`src/rtl/lrc_pkg.sv`:
```
package lrc_pkg;
    typedef enum logic [1:0] {
        PM_WORD  = 2'b00,
        PM_MCLK  = 2'b01,
        PM_DIV55 = 2'b10,
        PM_DIV6  = 2'b11
    } pin_mode_e;

    typedef enum logic [2:0] {
        PS_WORD,
        PS_MCLK,
        PS_DIV55,
        PS_DIV6,
        PS_RESYNC
    } pin_st_e;

    localparam int DIV_W      = 4;
    localparam int DIV55_LAST = 10;
    localparam int DIV6_LAST  = 5;
    localparam int HIGH_LEN   = 3;
    localparam int DIV55_MID  = 5;
endpackage

```
`src/rtl/lrc_tick.sv`:
```
module lrc_tick (
    input  logic clk,
    input  logic rst_n,
    input  logic prediv,
    output logic tick
);
    logic phase;

    always_ff @(posedge clk) begin
        if (!rst_n || !prediv) begin
            phase <= 1'b0;
        end else begin
            phase <= ~phase;
        end
    end

    assign tick = ~prediv | phase;
endmodule

```
`src/rtl/lrc_gen.sv`:
```
module lrc_gen #(
    parameter int HALF_W = 8
) (
    input  logic              clk,
    input  logic              rst_n,
    input  logic              tick,
    input  logic              run,
    input  logic [HALF_W-1:0] half,
    output logic              lrc
);
    logic [HALF_W-1:0] cnt;
    logic [HALF_W-1:0] last;

    assign last = (half == '0) ? '0 : half - 1'b1;

    always_ff @(posedge clk) begin
        if (!rst_n || !run) begin
            cnt <= '0;
            lrc <= 1'b0;
        end else if (tick) begin
            if (cnt >= last) begin
                cnt <= '0;
                lrc <= ~lrc;
            end else begin
                cnt <= cnt + 1'b1;
            end
        end
    end
endmodule

```
`src/rtl/lrc_pinsel.sv`:
```
module lrc_pinsel
    import lrc_pkg::*;
(
    input  logic      clk,
    input  logic      rst_n,
    input  pin_mode_e mode,
    input  logic      word_lrc,
    output logic      pin_o,
    output logic      resync
);
    pin_st_e              state, state_nx, target;
    logic [DIV_W-1:0]     div_cnt;

    always_comb begin
        unique case (mode)
            PM_WORD:  target = PS_WORD;
            PM_MCLK:  target = PS_MCLK;
            PM_DIV55: target = PS_DIV55;
            PM_DIV6:  target = PS_DIV6;
            default:  target = PS_WORD;
        endcase
    end

    always_comb begin
        if (state == PS_RESYNC) begin
            state_nx = target;
        end else if (state != target) begin
            state_nx = PS_RESYNC;
        end else begin
            state_nx = state;
        end
    end

    always_ff @(posedge clk) begin
        if (!rst_n) begin
            state <= PS_WORD;
        end else begin
            state <= state_nx;
        end
    end

    always_ff @(posedge clk) begin
        if (!rst_n) begin
            div_cnt <= '0;
        end else begin
            unique case (state)
                PS_DIV55: div_cnt <= (div_cnt == DIV_W'(DIV55_LAST)) ? '0 : div_cnt + 1'b1;
                PS_DIV6:  div_cnt <= (div_cnt == DIV_W'(DIV6_LAST))  ? '0 : div_cnt + 1'b1;
                default:  div_cnt <= '0;
            endcase
        end
    end

    always_comb begin
        unique case (state)
            PS_WORD:   pin_o = word_lrc;
            PS_MCLK:   pin_o = clk;
            PS_DIV55:  pin_o = (div_cnt < DIV_W'(HIGH_LEN)) ||
                               ((div_cnt >= DIV_W'(DIV55_MID)) &&
                                (div_cnt < DIV_W'(DIV55_MID + HIGH_LEN)));
            PS_DIV6:   pin_o = (div_cnt < DIV_W'(HIGH_LEN));
            PS_RESYNC: pin_o = 1'b0;
            default:   pin_o = 1'b0;
        endcase
    end

    assign resync = (state == PS_RESYNC);
endmodule

```
`src/rtl/lrc_clk_ctrl.sv`:
```
module lrc_clk_ctrl
    import lrc_pkg::*;
#(
    parameter int HALF_W = 8
) (
    input  logic              clk,
    input  logic              rst_n,
    input  logic              cfg_load,
    input  logic              cfg_link,
    input  logic [1:0]        cfg_pin_mode,
    input  logic              cfg_prediv,
    input  logic [HALF_W-1:0] lr_half,
    input  logic              master,
    input  logic              tri_req,
    input  logic              adc_en_l,
    input  logic              adc_en_r,
    input  logic              dac_en_l,
    input  logic              dac_en_r,
    output logic              adc_pin_o,
    output logic              adc_pin_oe,
    output logic              dac_lrc_o,
    output logic              dac_lrc_oe
);
    logic      link_q;
    logic      prediv_q;
    pin_mode_e mode_q;
    logic      tick;
    logic      adc_any, dac_any;
    logic      adc_run, dac_run;
    logic      adc_lrc;
    logic      pin_resync;

    always_ff @(posedge clk) begin
        if (!rst_n) begin
            link_q   <= 1'b0;
            prediv_q <= 1'b0;
            mode_q   <= PM_WORD;
        end else if (cfg_load) begin
            link_q   <= cfg_link;
            prediv_q <= cfg_prediv;
            mode_q   <= pin_mode_e'(cfg_pin_mode);
        end
    end

    assign adc_any = adc_en_l | adc_en_r;
    assign dac_any = dac_en_l | dac_en_r;
    assign adc_run = master & (link_q ? (adc_any | dac_any) : adc_any);
    assign dac_run = master & (link_q ? (adc_any | dac_any) : dac_any);

    lrc_tick u_tick (
        .clk    (clk),
        .rst_n  (rst_n),
        .prediv (prediv_q),
        .tick   (tick)
    );

    lrc_gen #(.HALF_W(HALF_W)) u_adc_gen (
        .clk   (clk),
        .rst_n (rst_n),
        .tick  (tick),
        .run   (adc_run),
        .half  (lr_half),
        .lrc   (adc_lrc)
    );

    lrc_gen #(.HALF_W(HALF_W)) u_dac_gen (
        .clk   (clk),
        .rst_n (rst_n),
        .tick  (tick),
        .run   (dac_run),
        .half  (lr_half),
        .lrc   (dac_lrc_o)
    );

    lrc_pinsel u_pin (
        .clk      (clk),
        .rst_n    (rst_n),
        .mode     (mode_q),
        .word_lrc (adc_lrc),
        .pin_o    (adc_pin_o),
        .resync   (pin_resync)
    );

    assign adc_pin_oe = (mode_q != PM_WORD) | (master & ~tri_req);
    assign dac_lrc_oe = master & ~tri_req;
endmodule

```
`config.mk`:
```
export PLATFORM = sky130hd
export DESIGN_NAME = lrc_clk_ctrl
export DESIGN_NICKNAME = d
export VERILOG_FILES = /design/src/rtl/lrc_pkg.sv /design/src/rtl/lrc_tick.sv /design/src/rtl/lrc_gen.sv /design/src/rtl/lrc_pinsel.sv /design/src/rtl/lrc_clk_ctrl.sv
export SDC_FILE = /design/constraint.sdc
export NUM_CORES = 1
export LEC_CHECK = 0
export CORE_MARGIN = 5
export CORE_UTILIZATION = 55
export DETAILED_ROUTE_END_ITERATION = 7
export GPL_ROUTABILITY_DRIVEN = 0
export PLACE_DENSITY = 0.78
export SYNTH_ARGS = -nofsm -noshare
export SYNTH_HDL_FRONTEND = slang
export SYNTH_HIERARCHICAL = 1
export SYNTH_SLANG_ARGS = --single-unit
```
`constraint.sdc`:
```
create_clock -name clk -period 6.6 [get_ports clk]
set_clock_uncertainty 0.2 [all_clocks]
set_input_delay 0.99 -clock clk [delete_from_list [all_inputs] [get_ports clk]]
set_output_delay 0.99 -clock clk [all_outputs]
set_load 0.01 [all_outputs]
```
==> results of run 1 <==
-- where the power goes --
| group | switching [mW] | internal, mW |
|---|---|---|
| clock | 0.0729 | 0.123 |
| combinational | 0.0319 | 0.0385 |
| sequential | 0.00491 | 0.185 |
-- routing by layer --
layer | share of wire | GRT usage
met1 | 0.47 | 0.211
met3 | 0.052 | 0.0523
met5 | 0 | 0
met2 | 0.45 | 0.291
met4 | 0.027 | 0.111
-- cell type report --
cell class	count	area, µm²	area share
timing repair buffer	23	230	0.0892
multi-input combinational	195	1500	0.582
tap	48	60.1	0.0233
inverter	12	45.0	0.0175
sequential	30	601	0.233
clock buffer	11	138	0.0533
clock inverter	1	5.00	0.00194
-- final timing paths --
path / endpoint / depth (start not counted)
setup / recovery: adc_pin_o / 6
hold / removal: u_adc_gen/lrc / 2
setup reg to reg: u_dac_gen/cnt[5] / 6
hold reg to reg: u_adc_gen/lrc / 2
-- registers in the layout (all words and copies together), names as in the netlist --
| name | count |
|---|---|
| link_q | 1 |
| mode_q | 2 |
| u_adc_gen/cnt | 8 |
| u_adc_gen/lrc | 1 |
| u_pin/div_cnt | 4 |
| u_pin/state | 3 |
| prediv_q | 1 |
| u_dac_gen/lrc | 1 |
| u_dac_gen/cnt | 8 |
| u_tick/phase | 1 |
-- critical path, stage by stage --
cell and delay, ps:
clkbuf_8 110, clkbuf_8 120, mux2i_1 110, or3_1 110, o31ai_1 70, clkdlybuf4s50_1 490
==> results.py, run 1 <==
metrics = {
    "detailed_routing": {
        "drc": 0,
        "finalWirelength_um": 4150,
        "num_vias": 1750,
        "drt_iter0_markers": 48,
        "drt_first_pass_iters": 4,
        "viasPerCell": 5.47,
        "post_drt_wl_per_cell_um": 13.0,
        "ant_nets": 0,
    },
    "final_layout": {
        "fin_area_um2": 2580,
        "drive_gt1_frac": 0.0993,
        "fin_cells": 320,
        "layout_common_cells": "nor2_1 (32), dfxtp_1 (30), clkdlybuf4s50_1 (24), ha_1 (24), nand2_1 (18)",
        "nFillCells": 319,
        "syn_to_final_growth_pct": 18.7,
        "fin_util": 0.689,
        "fin_nets": 316,
        "antenna_cells": 0,
        "final_common_cell": "nor2_1",
    },
    "clock_tree": {
        "insertion_delay_ps": 380,
        "cts_tree": "done",
        "cts_hold_buf": 0,
        "clk_pin_slew_ps": 60,
        "cts_resized": 0,
        "cts_setup_buffers": 0,
    },
    "floorplan": {
        "dieWidth_um": 72.9,
        "core_region_area_um2": 3740,
        "initial_core_util": 0.581,
        "die_y_um": 72.9,
        "core.rowCount": 22,
        "io_pins": 25,
        "dieArea_um2": 5310,
    },
    "grt": {
        "grt.overflow.total": 0,
        "grt_pass1_vias": 1794,
        "antenna_found_initial": 0,
        "grt_max_degree": 17,
        "grt_first_pass_wirelength_um": 7550,
        "grt_use_total": 0.181,
    },
    "critical_path": {
        "r2r-start": "u_dac_gen/cnt[0]",
        "start_kind": "clock port",
        "crit_start": "clk",
        "crit_type": "clock port to output port",
        "critPathMaxFanout": 2,
        "crit_required_ps": 5410,
        "arrival_ps": 4310,
        "ff2ff_setup_slack_ps": 4580,
        "critPathCaptureType": "output port",
    },
    "placed_design": {
        "postPlaceCellArea_um2": 2450,
        "io_buffers": 24,
        "pre_cts_slack_ps": 1390,
        "dp.cells": 309,
        "hpwl_um": 3220,
    },
    "job": {
        "cap_violations": 0,
    },
    "sta": {
        "setup_viol": 0,
        "tightest_slew_ps": 683,
        "rsz0062_at_grt": "no",
        "fin_ws_ps": 1100,
        "finalMaxSlewViolations": 0,
        "maxSlewHeadroom": 0.545,
        "setup_tns_ps": 0,
        "hold_violations": 0,
        "whs_ps": 284,
    },
    "power_and_ir_drop": {
        "power_density_nw_per_um2": 177,
        "ir_drop_v": 0.000172,
        "p_leak_nw": 1.05,
        "p_total_uw": 456,
    },
    "hold_path": {
        "hold_start": "u_adc_gen/lrc",
        "min-delay-path-class": "flop to flop",
    },
    "synth": {
        "syn_inst": 241,
        "syn_area_per_cell_um2": 9.02,
        "synthesis.nets": 286,
        "yosys_warnings": 6,
        "netlist_area_um2": 2170,
    },
    "outcome": {
        "status": "finished, final reports clean",
    },
}
Power figures use the tool's default switching activity.
==> inputs of run 2 (changes only) <==
--- a/config.mk
+++ b/config.mk
@@ -6,10 +6,10 @@
 export NUM_CORES = 1
 export LEC_CHECK = 0
 export CORE_MARGIN = 5
-export CORE_UTILIZATION = 55
+export CORE_UTILIZATION = 51
 export DETAILED_ROUTE_END_ITERATION = 7
 export GPL_ROUTABILITY_DRIVEN = 0
-export PLACE_DENSITY = 0.78
+export PLACE_DENSITY = 0.76
 export SYNTH_ARGS = -nofsm -noshare
 export SYNTH_HDL_FRONTEND = slang
 export SYNTH_HIERARCHICAL = 1
==> constraint.sdc (replaced) <==
create_clock -name clk -period 4.8 [get_ports clk]
set_clock_uncertainty 0.2 [all_clocks]
set_input_delay 0.72 -clock clk [delete_from_list [all_inputs] [get_ports clk]]
set_output_delay 0.72 -clock clk [all_outputs]
set_load 0.01 [all_outputs]
==> results.py, run 2 (synthesis gave the netlist of run 1 again) <==
metrics = {
    "grt": {
        "grt_pass1_vias": 1723,
        "grt.overflow.total": 0,
        "grt_first_pass_wirelength_um": 7250,
        "antenna_found_initial": 0,
        "grt_use_total": 0.172,
        "grt_max_degree": 17,
    },
    "floorplan": {
        "dieArea_um2": 5670,
        "core.rowCount": 23,
        "initial_core_util": 0.536,
        "dieWidth_um": 75.3,
        "die_y_um": 75.3,
        "io_pins": 25,
        "core_region_area_um2": 4060,
    },
    "detailed_routing": {
        "drt_first_pass_iters": 4,
        "drt_iter0_markers": 40,
        "num_vias": 1743,
        "drc": 0,
        "finalWirelength_um": 4220,
        "viasPerCell": 5.45,
        "ant_nets": 0,
        "post_drt_wl_per_cell_um": 13.2,
    },
    "clock_tree": {
        "insertion_delay_ps": 380,
        "clk_pin_slew_ps": 60,
        "cts_tree": "done",
        "cts_hold_buf": 0,
        "cts_resized": 0,
        "cts_setup_buffers": 0,
    },
    "final_layout": {
        "fin_nets": 316,
        "reg_top3": "u_adc_gen/cnt x8, u_dac_gen/cnt x8, u_pin/div_cnt x4",
        "fin_cells": 320,
        "fin_util": 0.634,
        "drive_gt1_frac": 0.0963,
        "final_common_cell": "nor2_1",
        "nFillCells": 381,
        "syn_to_final_growth_pct": 18.4,
        "layout_common_cells": "nor2_1 (32), dfxtp_1 (30), clkdlybuf4s50_1 (24), ha_1 (24), nand2_1 (18)",
        "fin_area_um2": 2570,
        "antenna_cells": 0,
    },
    "critical_path": {
        "r2r-start": "u_adc_gen/cnt[0]",
        "critPathCaptureType": "output port",
        "ff2ff_setup_slack_ps": 2800,
        "arrival_ps": 3420,
        "ff2ff_path_depth": 6,
        "crit_start": "clk",
        "crit_required_ps": 3880,
        "r2r-end": "u_adc_gen/cnt[0]",
        "crit_type": "clock port to output port",
        "start_kind": "clock port",
        "critPathMaxFanout": 2,
    },
    "sta": {
        "rsz0062_at_grt": "no",
        "maxSlewHeadroom": 0.568,
        "setup_tns_ps": 0,
        "finalMaxSlewViolations": 0,
        "setup_viol": 0,
        "tightest_slew_ps": 649,
        "hold_violations": 0,
    },
    "placed_design": {
        "postPlaceCellArea_um2": 2450,
        "dp.cells": 311,
        "hpwl_um": 3210,
        "io_buffers": 24,
    },
    "power_and_ir_drop": {
        "ir_drop_v": 0.000237,
        "p_leak_nw": 1.05,
        "p_total_uw": 619,
        "power_density_nw_per_um2": 241,
    },
    "hold_path": {
        "whs_path_depth": 2,
        "whs_endpoint": "u_adc_gen/lrc",
        "hold_start": "u_adc_gen/lrc",
        "min-delay-path-class": "flop to flop",
    },
    "outcome": {
        "status": "finished, final reports clean",
    },
    "job": {
        "cap_violations": 0,
    },
}
[run 2: final cells by class]
type / instances / area (µm²) / area share
tap: 50 / 62.6 / 0.0243
sequential: 30 / 601 / 0.233
timing repair buffer: 23 / 230 / 0.0895
multi-input combinational: 195 / 1500 / 0.583
clock buffer: 10 / 134 / 0.0520
inverter: 12 / 45.0 / 0.0175
[run 2: where the power goes]
| part | switching [mW] | internal, mW |
|---|---|---|
| Clock | 0.0978 | 0.164 |
| Sequential | 0.00686 | 0.254 |
| Combinational | 0.0432 | 0.0529 |
| Total | 0.148 | 0.471 |
[run 2: how the worst max path moves through the flow]
stage | cells past startpoint | endpoint | slack, ps
final | 6 | adc_pin_o | 460
after global routing | 6 | adc_pin_o | 370
after CTS | 6 | adc_pin_o | 450
after detailed placement | 4 | adc_pin_o | 760
after global placement | 4 | adc_pin_o | 760
after floorplan | 3 | adc_pin_o | 1190
[run 2: metrics by stage]
stage / setup WS, ps / hold WS, ps
after floorplan: 1190 / 242
after global placement: 764 / 267
after detailed placement: 764 / 266
after CTS: 452 / 280
after global routing: 375 / 291
final: 460 / 276
[run 2: per-layer routing]
layer  up-vias  wire length (µm)  track usage  share of wire
li1        894                 -            -              -
met4         0                89        0.101          0.021
met1       797              1920        0.195           0.45
met3         9               278       0.0681          0.066
met5         -                 0            0              0
met2        43              1940        0.273           0.46
[run 2: critical path, cell delays in order]
cell and delay (ps):
clkbuf_8 110, clkbuf_8 120, mux2i_1 120, or3_1 110, o31ai_1 70, clkdlybuf4s50_1 490
==> inputs of run 3 (changes only) <==
--- a/config.mk
+++ b/config.mk
@@ -10,6 +10,7 @@
 export DETAILED_ROUTE_END_ITERATION = 7
 export GPL_ROUTABILITY_DRIVEN = 0
 export PLACE_DENSITY = 0.76
+export SETUP_SLACK_MARGIN = 0.5
 export SYNTH_ARGS = -nofsm -noshare
 export SYNTH_HDL_FRONTEND = slang
 export SYNTH_HIERARCHICAL = 1
==> results.py, run 3 (synthesis gave the netlist of run 1 again) <==
metrics = {
    "final_layout": {
        "syn_to_final_growth_pct": 18.4,
        "drive_gt1_frac": 0.0963,
        "layout_common_cells": "nor2_1 (32), dfxtp_1 (30), ha_1 (24), clkdlybuf4s50_1 (23), nand2_1 (18)",
        "fin_util": 0.634,
        "final_common_cell": "nor2_1",
        "reg_top3": "u_adc_gen/cnt x8, u_dac_gen/cnt x8, u_pin/div_cnt x4",
        "area.sequential_um2": 601,
        "multi_input_area_um2": 1500,
        "antenna_cells": 0,
        "fin_nets": 316,
        "nFillCells": 382,
        "fin_cells": 320,
    },
    "critical_path": {
        "critPathCaptureType": "output port",
        "start_kind": "clock port",
        "path_cells": "clkbuf_8 -> clkbuf_8 -> mux2i_1 -> or3_1 -> o31ai_1 -> dlygate4sd2_1",
        "cp_num_buf_inv": 3,
        "crit_required_ps": 3880,
        "cp_slowest_cell": "dlygate4sd2_1",
        "critPathMaxFanout": 2,
        "crit_top_cell": "clkbuf_8",
        "arrival_ps": 3220,
        "critPathTopFamily": "buffers and inverters",
        "crit_type": "clock port to output port",
        "cpPeakStageDelay_ps": 290,
    },
    "sta": {
        "setup_viol": 0,
        "rsz0062_at_grt": "no",
        "whs_ps": 276,
        "hold_violations": 0,
        "finalMaxSlewViolations": 0,
        "maxSlewHeadroom": 0.568,
        "tightest_slew_ps": 649,
        "setup_tns_ps": 0,
    },
    "power_and_ir_drop": {
        "p_leak_nw": 1.05,
        "ir_drop_v": 0.000237,
        "power_density_nw_per_um2": 241,
        "p_total_uw": 619,
    },
    "floorplan": {
        "core_region_area_um2": 4060,
        "core.rowCount": 23,
        "dieWidth_um": 75.3,
        "dieArea_um2": 5670,
        "die_y_um": 75.3,
        "io_pins": 25,
        "initial_core_util": 0.536,
    },
    "outcome": {
        "status": "finished, final reports clean",
    },
    "detailed_routing": {
        "drc": 0,
        "drt_iter0_markers": 40,
        "num_vias": 1743,
        "ant_nets": 0,
        "post_drt_wl_per_cell_um": 13.2,
        "finalWirelength_um": 4220,
        "viasPerCell": 5.45,
        "drt_first_pass_iters": 4,
    },
    "placed_design": {
        "hpwl_um": 3210,
        "dp.cells": 311,
        "io_buffers": 24,
    },
    "clock_tree": {
        "clk_pin_slew_ps": 60,
        "cts_tree": "done",
        "cts_hold_buf": 0,
        "insertion_delay_ps": 380,
    },
    "grt": {
        "grt_use_total": 0.172,
        "grt_pass1_vias": 1723,
        "grt.overflow.total": 0,
        "antenna_found_initial": 0,
        "grt_first_pass_wirelength_um": 7250,
        "grt_max_degree": 17,
    },
    "hold_path": {
        "min-delay-path-class": "flop to flop",
    },
    "job": {
        "cap_violations": 0,
    },
}
[run 3: changes by cell type in the layout (fill, tap and decap cells not counted)]
cell             before  now
dlygate4sd2_1         0    1
clkdlybuf4s50_1      24   23
[run 3: layout make-up]
cell class              instances  share of cell area
multi-input cells             195               0.584
flip-flops and latches         30               0.233
repair buffers                 23              0.0895
clock buffers                  10              0.0516
well taps                      50              0.0243
inverters                      12              0.0175
[run 3: worst paths after layout]
check | slack, ps | cells past startpoint | from | end
hold / removal | 280 | 2 | u_adc_gen/lrc | u_adc_gen/lrc
hold reg to reg | 280 | 2 | u_adc_gen/lrc | u_adc_gen/lrc
setup reg to reg | 2800 | 6 | u_adc_gen/cnt[0] | u_adc_gen/cnt[0]
setup / recovery | 660 | 6 | clk | adc_pin_o
[run 3: per-stage QoR]
step | instance area (µm²) | worst slack [ps]
global route | 2570 | 577
finish | 2570 | 659
CTS | 2570 | 651
floorplan | 2170 | 1190
detailed placement | 2450 | 764
global placement | 2450 | 764
[run 3: report_power, final]
part / switching, mW / leakage (nW) / internal (mW)
sequential: 0.00686 / 0.243 / 0.254
clock: 0.0978 / 0.0773 / 0.164
combinational: 0.0432 / 0.733 / 0.0529
total: 0.148 / 1.05 / 0.471
[run 3: routing by layer]
layer	vias up	share of wire	global-route usage
met5	-	0	0
met4	0	0.021	0.101
met3	9	0.066	0.0681
met2	43	0.46	0.273
met1	797	0.45	0.195
li1	894	-	-
[run 3: timing repair]
item	4_1_cts	5_1_grt
gates resized for setup	1	0
buffers inserted	0	0
setup endpoints to repair	1	0
[run 3: worst min-delay path: stages, from the launching register on]
cell and delay, ps:
dfxtp_1 320, nand2_1 60, mux2i_1 50
